**config.mk**
```make
export PLATFORM = sky130hd
export DESIGN_NAME = pwm_wire_slave
export DESIGN_NICKNAME = d
export VERILOG_FILES = /design/src/rtl/pwm_wire_pkg.sv /design/src/rtl/pwm_pulse_meter.sv /design/src/rtl/pwm_bit_driver.sv /design/src/rtl/pwm_wire_slave.sv
export SDC_FILE = /design/constraint.sdc
export NUM_CORES = 1
export LEC_CHECK = 0
export ABC_AREA = 1
export BUFFER_PORTS_ARGS = -buffer_cell sky130_fd_sc_hd__buf_4
export CAP_MARGIN = 10
export CORE_UTILIZATION = 45
export DETAILED_ROUTE_END_ITERATION = 16
export GPL_TIMING_DRIVEN = 0
export PLACE_DENSITY = 0.67
export SYNTH_ARGS = -nofsm -noshare
export SYNTH_HDL_FRONTEND = slang
export SYNTH_SLANG_ARGS = --single-unit
export TNS_END_PERCENT = 10
```
**constraint.sdc**
```tcl
create_clock -name clk -period 4.11 [get_ports clk]
set_input_delay 1.0275 -clock clk [delete_from_list [all_inputs] [get_ports clk]]
set_output_delay 1.0275 -clock clk [all_outputs]
set_load 0.01 [all_outputs]
```
**src/rtl/pwm_wire_pkg.sv**
```systemverilog
package pwm_wire_pkg;

    typedef enum logic [1:0] {
        PK_BAD,
        PK_SYNC,
        PK_ZERO,
        PK_ONE
    } pulse_kind_e;

    typedef enum logic [2:0] {
        FS_HUNT,
        FS_HDR,
        FS_WDATA,
        FS_RDATA,
        FS_ACK
    } frame_st_e;

endpackage

```
**src/rtl/pwm_pulse_meter.sv**
```systemverilog
module pwm_pulse_meter
    import pwm_wire_pkg::*;
#(
    parameter int UNIT_CYC  = 16,
    parameter int MAX_UNITS = 10
) (
    input  logic        clk,
    input  logic        rst_n,
    input  logic        line_i,
    output logic        fall_o,
    output logic        done_o,
    output logic        tout_o,
    output pulse_kind_e kind_o
);
    localparam int MAX_CYC  = UNIT_CYC * MAX_UNITS;
    localparam int CW       = $clog2(MAX_CYC + 1);
    localparam int MIN_SYNC = (UNIT_CYC / 2 > 0) ? UNIT_CYC / 2 : 1;
    localparam int MIN_ZERO = 2 * UNIT_CYC;
    localparam int MIN_ONE  = (9 * UNIT_CYC) / 2;

    typedef struct packed {
        logic          s1;
        logic          s2;
        logic          prev;
        logic [CW-1:0] len;
        logic          fall;
        logic          done;
        logic          tout;
        pulse_kind_e   kind;
    } meter_t;

    localparam meter_t M_RST = '{s1: 1'b1, s2: 1'b1, prev: 1'b1, len: '0,
                                 fall: 1'b0, done: 1'b0, tout: 1'b0, kind: PK_BAD};

    meter_t m_d, m_q;

    always_comb begin
        m_d      = m_q;
        m_d.s1   = line_i;
        m_d.s2   = m_q.s1;
        m_d.prev = m_q.s2;
        m_d.fall = 1'b0;
        m_d.done = 1'b0;
        m_d.tout = 1'b0;
        if (!m_q.s2) begin
            if (m_q.prev) begin
                m_d.len  = CW'(1);
                m_d.fall = 1'b1;
            end else if (m_q.len < CW'(MAX_CYC)) begin
                m_d.len = m_q.len + 1'b1;
                if (m_q.len == CW'(MAX_CYC - 1)) m_d.tout = 1'b1;
            end
        end else if (!m_q.prev && (m_q.len < CW'(MAX_CYC))) begin
            m_d.done = 1'b1;
            if (m_q.len < CW'(MIN_SYNC))      m_d.kind = PK_BAD;
            else if (m_q.len < CW'(MIN_ZERO)) m_d.kind = PK_SYNC;
            else if (m_q.len < CW'(MIN_ONE))  m_d.kind = PK_ZERO;
            else                              m_d.kind = PK_ONE;
        end
    end

    always_ff @(posedge clk or negedge rst_n) begin
        if (!rst_n) m_q <= M_RST;
        else        m_q <= m_d;
    end

    assign fall_o = m_q.fall;
    assign done_o = m_q.done;
    assign tout_o = m_q.tout;
    assign kind_o = m_q.kind;


    tout_single_chk: assert property (@(posedge clk) disable iff (!rst_n)
        tout_o |=> (!tout_o && !done_o));

endmodule

```
**src/rtl/pwm_bit_driver.sv**
```systemverilog
module pwm_bit_driver #(
    parameter int UNIT_CYC = 16
) (
    input  logic clk,
    input  logic rst_n,
    input  logic start_i,
    input  logic bit_i,
    output logic pull_o
);
    localparam int ZERO_CYC = 3 * UNIT_CYC;
    localparam int ONE_CYC  = 6 * UNIT_CYC;
    localparam int DW       = $clog2(ONE_CYC + 1);

    typedef struct packed {
        logic [DW-1:0] left;
        logic          pull;
    } drv_t;

    drv_t r_d, r_q;

    always_comb begin
        r_d = r_q;
        if (start_i && !r_q.pull) begin
            r_d.left = bit_i ? DW'(ONE_CYC) : DW'(ZERO_CYC);
            r_d.pull = 1'b1;
        end else if (r_q.left > DW'(1)) begin
            r_d.left = r_q.left - 1'b1;
            r_d.pull = 1'b1;
        end else begin
            r_d.left = '0;
            r_d.pull = 1'b0;
        end
    end

    always_ff @(posedge clk or negedge rst_n) begin
        if (!rst_n) r_q <= '0;
        else        r_q <= r_d;
    end

    assign pull_o = r_q.pull;

    logic [DW:0] run_q;
    always_ff @(posedge clk or negedge rst_n) begin
        if (!rst_n)      run_q <= '0;
        else if (pull_o) run_q <= run_q + 1'b1;
        else             run_q <= '0;
    end


    pull_len_chk: assert property (@(posedge clk) disable iff (!rst_n)
        run_q <= (DW + 1)'(ONE_CYC));

endmodule

```
**src/rtl/pwm_wire_slave.sv**
```systemverilog
module pwm_wire_slave
    import pwm_wire_pkg::*;
#(
    parameter int UNIT_CYC  = 16,
    parameter int MAX_UNITS = 10,
    parameter int ADDR_W    = 3,
    parameter int REG_W     = 4,
    parameter int DATA_W    = 8
) (
    input  logic              clk,
    input  logic              rst_n,
    input  logic              bus_i,
    output logic              bus_pull_o,
    input  logic [ADDR_W-1:0] node_addr_i,
    output logic [REG_W-1:0]  reg_addr_o,
    output logic [DATA_W-1:0] reg_wdata_o,
    output logic              reg_we_o,
    input  logic [DATA_W-1:0] reg_rdata_i
);
    localparam int HDR_W  = 1 + ADDR_W + REG_W;
    localparam int CNT_MX = (HDR_W > DATA_W) ? HDR_W : DATA_W;
    localparam int CNT_W  = $clog2(CNT_MX + 1);

    typedef struct packed {
        frame_st_e         st;
        logic [1:0]        syncs;
        logic [CNT_W-1:0]  cnt;
        logic [HDR_W-1:0]  hdr;
        logic [DATA_W-1:0] data;
        logic              par;
        logic              err;
        logic              we;
    } fsm_t;

    localparam fsm_t F_RST = '{st: FS_HUNT, syncs: '0, cnt: '0, hdr: '0,
                               data: '0, par: 1'b0, err: 1'b0, we: 1'b0};

    logic        p_fall, p_done, p_tout;
    pulse_kind_e p_kind;
    logic        tx_start, tx_bit;

    pwm_pulse_meter #(
        .UNIT_CYC (UNIT_CYC),
        .MAX_UNITS(MAX_UNITS)
    ) u_meter (
        .clk   (clk),
        .rst_n (rst_n),
        .line_i(bus_i),
        .fall_o(p_fall),
        .done_o(p_done),
        .tout_o(p_tout),
        .kind_o(p_kind)
    );

    pwm_bit_driver #(
        .UNIT_CYC(UNIT_CYC)
    ) u_drv (
        .clk    (clk),
        .rst_n  (rst_n),
        .start_i(tx_start),
        .bit_i  (tx_bit),
        .pull_o (bus_pull_o)
    );

    fsm_t f_d, f_q;
    logic is_data, bit_v, p2_bad;

    always_comb begin
        f_d      = f_q;
        f_d.we   = 1'b0;
        is_data  = (p_kind == PK_ZERO) || (p_kind == PK_ONE);
        bit_v    = (p_kind == PK_ONE);
        p2_bad   = 1'b0;
        tx_bit   = (f_q.st == FS_ACK) ? f_q.err
                 : ((f_q.cnt == CNT_W'(DATA_W)) ? f_q.par : f_q.data[DATA_W-1]);
        tx_start = p_fall && ((f_q.st == FS_RDATA) || (f_q.st == FS_ACK));

        if (p_tout) begin
            f_d.st    = FS_HUNT;
            f_d.syncs = '0;
        end else if (p_done) begin
            unique case (f_q.st)
                FS_HUNT: begin
                    if (p_kind == PK_SYNC) begin
                        if (f_q.syncs != 2'd3) f_d.syncs = f_q.syncs + 1'b1;
                    end else if (is_data && (f_q.syncs == 2'd3)) begin
                        f_d.hdr   = {f_q.hdr[HDR_W-2:0], bit_v};
                        f_d.cnt   = CNT_W'(1);
                        f_d.st    = FS_HDR;
                        f_d.syncs = '0;
                    end else begin
                        f_d.syncs = '0;
                    end
                end
                FS_HDR: begin
                    if (!is_data) begin
                        f_d.st    = FS_HUNT;
                        f_d.syncs = (p_kind == PK_SYNC) ? 2'd1 : 2'd0;
                    end else if (f_q.cnt != CNT_W'(HDR_W)) begin
                        f_d.hdr = {f_q.hdr[HDR_W-2:0], bit_v};
                        f_d.cnt = f_q.cnt + 1'b1;
                    end else if (!f_q.hdr[HDR_W-1] &&
                                 (f_q.hdr[HDR_W-2 -: ADDR_W] == node_addr_i)) begin
                        f_d.err  = ((^f_q.hdr) != bit_v);
                        f_d.cnt  = '0;
                        f_d.par  = ^reg_rdata_i;
                        f_d.data = f_q.hdr[REG_W-1] ? '0 : reg_rdata_i;
                        f_d.st   = f_q.hdr[REG_W-1] ? FS_WDATA : FS_RDATA;
                    end else begin
                        f_d.st    = FS_HUNT;
                        f_d.syncs = '0;
                    end
                end
                FS_WDATA: begin
                    if (f_q.cnt != CNT_W'(DATA_W)) begin
                        f_d.data = {f_q.data[DATA_W-2:0], bit_v};
                        f_d.err  = f_q.err | !is_data;
                        f_d.cnt  = f_q.cnt + 1'b1;
                    end else begin
                        p2_bad  = !is_data || ((^f_q.data) != bit_v);
                        f_d.err = f_q.err | p2_bad;
                        f_d.we  = !(f_q.err | p2_bad);
                        f_d.st  = FS_ACK;
                    end
                end
                FS_RDATA: begin
                    f_d.data = {f_q.data[DATA_W-2:0], 1'b0};
                    f_d.cnt  = f_q.cnt + 1'b1;
                    if (f_q.cnt == CNT_W'(DATA_W)) f_d.st = FS_ACK;
                end
                FS_ACK: begin
                    f_d.st    = FS_HUNT;
                    f_d.syncs = '0;
                end
                default: f_d = F_RST;
            endcase
        end
    end

    always_ff @(posedge clk or negedge rst_n) begin
        if (!rst_n) f_q <= F_RST;
        else        f_q <= f_d;
    end

    assign reg_addr_o  = f_q.hdr[REG_W-1:0];
    assign reg_wdata_o = f_q.data;
    assign reg_we_o    = f_q.we;


    we_pulse_chk: assert property (@(posedge clk) disable iff (!rst_n)
        reg_we_o |=> !reg_we_o);


    we_clean_chk: assert property (@(posedge clk) disable iff (!rst_n)
        reg_we_o |-> (f_q.st == FS_ACK && !f_q.err && reg_addr_o[REG_W-1]));


    pull_slot_chk: assert property (@(posedge clk) disable iff (!rst_n)
        bus_pull_o |-> (f_q.st == FS_RDATA || f_q.st == FS_ACK));


    pause_gate_chk: assert property (@(posedge clk) disable iff (!rst_n)
        (f_q.st == FS_HDR && $past(f_q.st) == FS_HUNT) |-> ($past(f_q.syncs) == 2'd3));

endmodule

```
==> impl_metrics.toml, run 1 <==
[pwr]
max-vdd-ir-drop_v = 0.000296
cellLeakagePower_uw = 0.00171
p_per_area_nw_per_um2 = 532

[flow_run]
max-cap-violations = 0

[placement]
dp_slack_ns = 1.81
gp_congestion = 0.902
dp_hpwl_mm = 4.70
dpl_cell_area_um2 = 3490
dpl.cell_count = 550
portBuffers = 27

[setup_path]
endpoint = "reg_addr_o[3]"
critPathKind = "flip-flop to output pin"
end_kind = "output pin"
worst_r2r_path_depth = 11
reg2reg_setup_slack_ns = 2.06
worst-path-max-fanout = 7
arrival_ns = 1.08
r2r-end = "reg_addr_o[3]"
r2r-start = "f_q[19]"
cp-startpoint = "reg_addr_o[3]"
start_kind = "flip-flop"
required_ns = 3.08

[global_routing]
grtUsageMet1 = 0.231
grt_max_degree = 53
antenna_found_initial = 0
grt_pass1_wl_mm = 11.0
grt-ovfl-total = 0
grt_use_met3 = 0.0308
grtUsageMet2 = 0.330
first_global_vias = 2565
top_usage_layer = "met2"
grtUsageTotal = 0.185

[routing]
firstDrtPassIters = 4
dr.first_iter.drc_count = 181
num_vias = 2729
routedWlPerCell_um = 11.3
vias_per_cell = 4.89
drc_errors = 0
drtAntennaViolNets = 0
routed_wl_mm = 6.29

[cells_and_area]
final_nets = 481
final_area_um2 = 3590
area_growth_pct = 13.2
fin_cells = 558
drive_gt1_frac = 0.154
n_antenna_cell = 0

[clock_tree]
ctsResizeCount = 0
clkTransAtPathRegs_ns = 0.10
clkSinkCount = 52
root_buffer = "clkbuf_8"
worstSkewPairLatency_ns = 0.31
postCtsSetupRepairBufs = 0
cts_tree = "done"
cts_made_buffers = 5
holdBufCountCts = 0
cts_buffer_depth = 2
htreeDepth = 2

[timing]
max_slew_margin = 0.570
fin_setup_tns_ns = 0
fmax_mhz = 474
setup_viol = 0
slew_viol_final = 0
worst_slack_ns = 2.00
hold_viol = 0
rsz0062_at_grt = "false"
tightestPinTransition_ns = 0.645
skew_ns = 0.00666
finalCritPeriodShare = 0.514
fin_crit_ns = 2.11

[floorplanning]
dieHeight_um = 85.9
die_area_um2 = 7380
core.rowCount = 30
die_w_um = 85.9
start_util = 0.466
core_um2 = 6790
io_pins = 28

[logic_synthesis]
netlist_area_um2 = 3170
synth-warning-count = 0
synthCells = 427
yosys.cell_types.count = 32
syn_nets = 447
syn_area_per_cell_um2 = 7.42
synth-seq-cells = 52
synth.yosys.seq_area_share = 0.412

[min_path]
hp-class = "flip-flop to flip-flop"
hold_depth = 0

[run_status]
outcome = "complete, no violations"
==> registers in the layout, indices dropped and copies added, names as in the netlist <==
signal,flops
f_q,15
u_meter.m_q,9
reg_wdata_o,8
u_drv.r_q,7
reg_addr_o,4
u_meter.kind_o,2
u_meter.m_d,2
reg_we_o,1
u_drv.pull_o,1
u_meter.done_o,1
u_meter.fall_o,1
u_meter.tout_o,1
==> synth_stat cells (all sizes together) <==
| master | count | share of area |
|---|---|---|
| nand2 | 123 | 0.15 |
| inv | 52 | 0.062 |
| dfrtp | 49 | 0.39 |
| o21ai | 49 | 0.088 |
| nor2 | 45 | 0.056 |
| nand3 | 22 | 0.038 |
| xnor2 | 15 | 0.041 |
| buf | 14 | 0.036 |
| a21oi | 13 | 0.021 |
| ha | 6 | 0.024 |
| nand4 | 6 | 0.012 |
| xor2 | 6 | 0.017 |
| o22ai | 5 | 0.0099 |
| nor3 | 4 | 0.0063 |
| clkbuf | 3 | 0.0036 |
| dfstp | 3 | 0.025 |
| a22oi | 2 | 0.0047 |
| a31oi | 2 | 0.0040 |
| nor3b | 2 | 0.0047 |
| nor4 | 2 | 0.0040 |
| a21o | 1 | 0.0024 |
| and3 | 1 | 0.0020 |
| o31ai | 1 | 0.0024 |
| or2 | 1 | 0.0020 |
==> kinds of logic after synthesis <==
family                   share of synthesized area
AO/OA/AOI/OAI                                0.132
XOR/XNOR                                    0.0581
adder cells (fa/ha/maj)                     0.0237
buffers and inverters                        0.101
flip-flops                                   0.412
AND/OR/NAND/NOR                              0.273
==> worst min path at each step <==
stage,from,to,slack [ns]
after global placement,u_meter.m_d[14],u_meter.m_d[13],0.35
after floorplan,u_meter.m_d[14],u_meter.m_d[13],0.35
final,u_meter.m_d[14],u_meter.m_d[13],0.36
after CTS,u_meter.m_d[14],u_meter.m_d[13],0.36
after global routing,u_meter.m_d[14],u_meter.m_d[13],0.37
after detailed placement,u_meter.m_d[14],u_meter.m_d[13],0.35
==> cells in the final DEF (no fill, tap or decap) <==
cell type	Yosys	final
or2_2	1	1
nand3_1	20	20
a22oi_1	2	2
inv_2	2	2
buf_4	12	39
nor4_1	2	2
inv_1	50	50
nor3_1	4	4
o21ai_2	9	9
dfrtp_1	49	49
nand4_1	6	6
o21ai_0	30	30
ha_1	6	6
nand2_1	120	120
nor2_2	1	1
xor2_1	6	6
a31oi_1	2	2
o31ai_1	1	1
o21ai_1	10	10
and3_1	1	1
a21o_1	1	1
xnor2_1	15	15
a21oi_1	13	13
nand3_2	2	2
o22ai_1	5	5
buf_6	2	2
clkinv_2	0	1
dfstp_2	3	3
nor3b_1	2	2
clkbuf_1	3	3
nor2_4	1	1
nand2_2	3	3
clkbuf_8	0	6
inv_6	0	1
nor2_1	43	43
==> where the power goes <==
part	leakage, uW	internal (uW)	switching [uW]
Sequential	0.000676	627	108
Clock	0.0000516	138	174
Combinational	0.000984	336	524
Total	0.00171	1100	806
==> worst max-delay path, stage by stage, from the launching register on <==
cell and delay (ns):
dfrtp_1 0.48, buf_4 0.17, buf_4 0.13
==> area by class of cell <==
type                       instances  area [um2]
inverter                          52         195
clock inverter                     2        13.8
multi-input combinational        306        1540
buffer                            17         124
clock buffer                       6        82.6
sequential                        52        1310
tap                               96         120
fill                             670        3210
timing repair buffer              27         203
==> metrics by stage <==
stage | hold slack, ns | total power [uW] | utilization
floorplan | 0.345 | 1380 | -
global placement | 0.346 | 1580 | 0.514
detailed placement | 0.347 | 1610 | 0.514
CTS | 0.362 | 1920 | 0.528
global route | 0.365 | 2070 | 0.528
finish | 0.361 | 1910 | 0.528
==> layer usage <==
| metal | up-vias | routed length [um] |
|---|---|---|
| li1 | 1422 | - |
| met1 | 1267 | 2950 |
| met2 | 32 | 3120 |
| met3 | 8 | 156 |
| met4 | 0 | 75 |
| met5 | - | 0 |
(Power assumes the default switching activity.)
==> inputs of run 2 (changes only) <==
- ABC_AREA: 1 -> 0
- PLACE_DENSITY: 0.67 -> 0.7
- clock period: 4.11 -> 1.8 ns (I/O delays scaled with it)
==> run 2 against run 1 <==
Effect of this change: the run now ends with setup timing left; largest power group unchanged; hold slack worse by 0.20 ns; sequential cell count stayed put; combinational power is 130% higher; setup slack worse by 2.0 ns.
==> impl_metrics.toml, run 2 <==
[clock_tree]
clkTransAtPathRegs_ns = 0.11
cts_made_buffers = 5
cts_buffer_depth = 2
worstSkewPairLatency_ns = 0.31
root_buffer = "clkbuf_8"
cts_tree = "done"
clkSinkCount = 52
holdBufCountCts = 0
htreeDepth = 2

[timing]
worst_slack_ns = -0.0328
slew_viol_final = 0
finalCritPeriodShare = 1.02
tightestPinTransition_ns = 0.644
rsz0062_at_grt = "true"
setup_viol = 11
fin_crit_ns = 1.83
skew_ns = 0.0109
max_slew_margin = 0.570
fmax_mhz = 546
hold_viol = 0

[logic_synthesis]
synth_most_common_cell = "dfrtp_1"
syn_area_per_cell_um2 = 9.85
synth_edf_count = 0
yosys.cell_types.count = 53
syn_nets = 322
synth.yosys.seq_area_share = 0.439
synth-seq-cells = 52
synth_top_area_frac = 0.412
yosysTopAreaCell = "dfrtp_1"
synthTopCellsByArea = "dfrtp_1 41%, xnor2_1 6.8%, nand2_1 4.7%, mux2_2 3.8%, nor2_1 3.4%"
synth-warning-count = 0
synthArstFlopShare = 1.00
netlist_area_um2 = 2970
synth-main-ff-cell = "dfrtp_1"
synthCells = 302
synthTopCellsByCount = "49 x dfrtp_1, 37 x nand2_1, 27 x nor2_1"

[global_routing]
grt-ovfl-total = 0
grtUsageTotal = 0.188
first_global_vias = 2299
grt_pass1_wl_mm = 10.7
antenna_found_initial = 0
grt_max_degree = 53

[cells_and_area]
final_common_cell = "buf_4"
largest_reg_flops = 15
drive_gt1_frac = 0.373
area_growth_pct = 26.4
top_register = "f_q"
fin_cells = 436
n_antenna_cell = 0
n_fill_cell = 516
layout_common_cells = "61 x buf_4, 44 x dfrtp_1, 36 x nand2_1, 26 x nor2_1, 17 x xnor2_1"
final_nets = 378

[routing]
drc_errors = 0
routed_wl_mm = 6.37
drtAntennaViolNets = 0
dr.first_iter.drc_count = 116
firstDrtPassIters = 4
vias_per_cell = 5.34
num_vias = 2329
routedWlPerCell_um = 14.6

[pwr]
cellLeakagePower_uw = 0.00171
max-vdd-ir-drop_v = 0.000771
p_per_area_nw_per_um2 = 1160
finalPower_uw = 4380

[setup_path]
critPathKind = "flip-flop to flip-flop"
end_kind = "flip-flop"
worst-path-max-fanout = 8
slowest_stage = "dfrtp_1"
worst_r2r_path_depth = 6
cp_cell_sequence = "xor2_2 -> nor4_4 -> buf_6 -> a21o_2 -> nand3_4 -> mux2_2"
cpPeakStageDelay_ns = 0.47
start_kind = "flip-flop"
reg2reg_setup_slack_ns = -0.03
required_ns = 2.00
arrival_ns = 2.03

[flow_run]
max-cap-violations = 0

[floorplanning]
core_um2 = 6350
die_area_um2 = 6940
core.rowCount = 29
die_w_um = 83.3
io_pins = 28
dieHeight_um = 83.3
start_util = 0.468

[placement]
portBuffers = 27
gp_congestion = 0.854
dpl.cell_count = 406
dp_hpwl_mm = 4.08

[min_path]
hp-class = "input port to async pin"

[run_status]
failed_checks = "setup timing"
outcome = "finished, violations left"
## run 2: cell families (layout without fill, tap and decap cells)
logic type                 after synthesis  after routing  synth area share
AOI/OAI and AO/OA                       59             59             0.135
xor gates and xnor gates                33             33             0.106
adders and majority gates                6              6            0.0252
buffers and inverters                   31             88            0.0576
DFF                                     52             52             0.439
muxes                                   14             14            0.0513
and+or+nand+nor                        107            107             0.185
## run 2: final timing paths
path | from | to
setup reg to reg | f_q[15] | reg_wdata_o[3]
min in group clk | bus_i | u_meter.m_d[14]
setup / recovery | f_q[15] | reg_wdata_o[3]
hold reg to reg | u_meter.m_d[14] | u_meter.m_d[13]
max in group asynchronous | rst_n | f_q[27]
hold / removal | rst_n | reg_wdata_o[4]
## run 2: layout make-up
class / instances / area (um2) / area share
Multi-Input combinational cell: 219 / 1680 / 0.447
Timing Repair Buffer: 51 / 394 / 0.105
Sequential cell: 52 / 1310 / 0.349
Buffer: 19 / 148 / 0.0393
Clock buffer: 5 / 68.8 / 0.0183
Clock inverter: 3 / 25.0 / 0.00666
Tap cell: 77 / 96.3 / 0.0256
Inverter: 10 / 37.5 / 0.00998
## run 2: through the flow
step | hold WS (ns) | TNS (ns) | setup slack, ns | instance area (um2) | util
5_1_grt | 0.219 | -1.71 | -0.116 | 3760 | 0.592
3_5_place_dp | 0.349 | -8.11 | -0.414 | 3270 | 0.515
4_1_cts | 0.196 | -0.0724 | -0.0401 | 3510 | 0.552
6_report | 0.162 | -0.283 | -0.0328 | 3760 | 0.592
3_3_place_gp | 0.346 | -7.19 | -0.372 | 3270 | 0.515
2_1_floorplan | 0.154 | -0.647 | -0.0579 | 2970 | -
## run 2: critical path: cells and delay by family (launching register included)
kind	cells	cell delay, ns
buf+inv	1	0.18
mux	1	0.31
simple gates	2	0.37
xor+xnor	1	0.22
compound gates	1	0.17
flops	1	0.47
## run 2: repair_timing
item	4_1_cts	5_1_grt
endpoints found under the setup margin	32	35
pin swaps	5	12
gates resized for setup	17	40
buffers inserted	10	13
cloned	0	1
## run 2: report_power, final
group / total [uW] / internal, uW / switching, uW
clock: 711 / 285 / 426
sequential: 1660 / 1410 / 246
combinational: 2010 / 1030 / 981
total: 4380 / 2730 / 1650
## run 2: routing by layer
| layer | share of wire | track usage | vias up |
|---|---|---|---|
| met5 | 0 | 0 | - |
| met4 | 0.015 | 0.0455 | 0 |
| met3 | 0.031 | 0.0388 | 10 |
| met2 | 0.51 | 0.322 | 43 |
| met1 | 0.44 | 0.244 | 1130 |
| li1 | - | - | 1146 |
==> inputs of run 3 (changes only) <==
- REMOVE_ABC_BUFFERS: default -> 1
- SLEW_MARGIN: default -> 20
==> run 3 against run 2 <==
Effect of this change: the flow still finishes with violations (setup timing); largest power group is now sequential cells; die area unchanged; critical endpoint is now f_q[24]; critical path depth unchanged; largest cell class unchanged; final cell count decreased by 7.8%; maximum frequency decreased by 2.2%; sequential power increased by 2%; via count decreased by 6.5%; sequential cell count unchanged.
==> impl_metrics.toml, run 3 (same netlist as run 2, synthesis figures left out) <==
[floorplanning]
die_w_um = 83.3
core.rowCount = 29
core_um2 = 6350
start_util = 0.468
die_area_um2 = 6940
dieHeight_um = 83.3
io_pins = 28

[placement]
dp_slack_ns = -0.515
gp_congestion = 0.818
dpl.cell_count = 385
portBuffers = 27
dp_hpwl_mm = 3.91

[timing]
worst_slack_ns = -0.0744
hold_viol = 0
whs_ns = 0.134
max_slew_margin = 0.565
tightestPinTransition_ns = 0.653
fin_setup_tns_ns = -0.288
fmax_mhz = 533
skew_ns = 0.00987
setup_viol = 11
rsz0062_at_grt = "true"
fin_crit_ns = 1.87
finalCritPeriodShare = 1.04
slew_viol_final = 0

[run_status]
outcome = "finished, violations left"
failed_checks = "setup timing"

[global_routing]
antenna_found_initial = 0
grt-ovfl-total = 0
first_global_vias = 2120
grt_pass1_wl_mm = 9.80
grtUsageTotal = 0.172
grt_max_degree = 53

[clock_tree]
root_buffer = "clkbuf_8"
worstSkewPairLatency_ns = 0.32
clkTransAtPathRegs_ns = 0.10
cts_buffer_depth = 2
clkSinkCount = 52
htreeDepth = 2
cts_tree = "done"
cts_made_buffers = 5
holdBufCountCts = 0

[setup_path]
end_kind = "flip-flop"
critPathKind = "flip-flop to flip-flop"
required_ns = 2.01
worst-path-max-fanout = 5
arrival_ns = 2.08
start_kind = "flip-flop"

[cells_and_area]
n_antenna_cell = 0
largest_reg_flops = 15
fin_cells = 402
top_register = "f_q"
final_nets = 344
final_common_cell = "dfrtp_1"
drive_gt1_frac = 0.265
area_growth_pct = 14.2
layout_common_cells = "44 x dfrtp_1, 37 x nand2_1, 35 x buf_4, 24 x nor2_1, 22 x xnor2_1"
fin_util = 0.535

[pwr]
cellLeakagePower_uw = 0.00152
p_per_area_nw_per_um2 = 1180
max-vdd-ir-drop_v = 0.000854

[routing]
drc_errors = 0
routedWlPerCell_um = 14.3
drtAntennaViolNets = 0
dr.first_iter.drc_count = 147
num_vias = 2178
routed_wl_mm = 5.74
vias_per_cell = 5.42
firstDrtPassIters = 4

[flow_run]
max-cap-violations = 0

[min_path]
hp-class = "input port to async pin"
run 3: critical path: stages, from the launching register on:
cell	delay, ns
dfrtp_2	0.46
xor2_2	0.17
nor4_4	0.26
buf_4	0.20
o21ai_0	0.09
a31oi_1	0.22
mux2_2	0.37
run 3: per-stage QoR:
| step | instance area [um2] | power (uW) |
|---|---|---|
| detailed placement | 3140 | 3120 |
| CTS | 3350 | 3950 |
| floorplan | 2840 | 2710 |
| finish | 3400 | 4020 |
| global placement | 3140 | 3070 |
| global route | 3400 | 4310 |
run 3: area by class of cell:
| cell class | count | area (um2) |
|---|---|---|
| Multi-Input combinational cell | 219 | 1580 |
| Timing Repair Buffer | 36 | 274 |
| Inverter | 10 | 37.5 |
| Tap cell | 77 | 96.3 |
| Clock inverter | 3 | 26.3 |
| Clock buffer | 5 | 68.8 |
| Sequential cell | 52 | 1310 |
| Fill cell | 556 | 2950 |
run 3: final timing paths:
path,from,end,slack (ns),depth (start not counted)
min reg2reg,u_meter.m_d[14],u_meter.m_d[13],0.36,0
min,rst_n,reg_addr_o[3],0.13,1
max,f_q[17],f_q[24],-0.07,6
min in group clk,bus_i,u_meter.m_d[14],0.23,1
max in group asynchronous,rst_n,f_q[27],1.16,1
max reg2reg,f_q[17],f_q[24],-0.07,6
run 3: power by group:
part	switching [uW]	internal [uW]	leakage, uW
Sequential	290	1410	0.000671
Combinational	837	774	0.000796
Clock	423	287	0.0000491
run 3: timing repair:
| action | CTS | global route |
|---|---|---|
| cloned | 0 | 0 |
| endpoints found under the setup margin | 35 | 28 |
| gates resized for setup | 16 | 13 |
| pin swaps | 4 | 3 |
| setup buffers | 7 | 2 |
run 3: routing by layer:
layer | global-route usage | up-vias | wire length [um]
met5 | 0 | - | 0
met4 | 0.0392 | 0 | 73
met3 | 0.0338 | 11 | 161
met2 | 0.284 | 37 | 2800
met1 | 0.235 | 1049 | 2700
li1 | - | 1081 | -
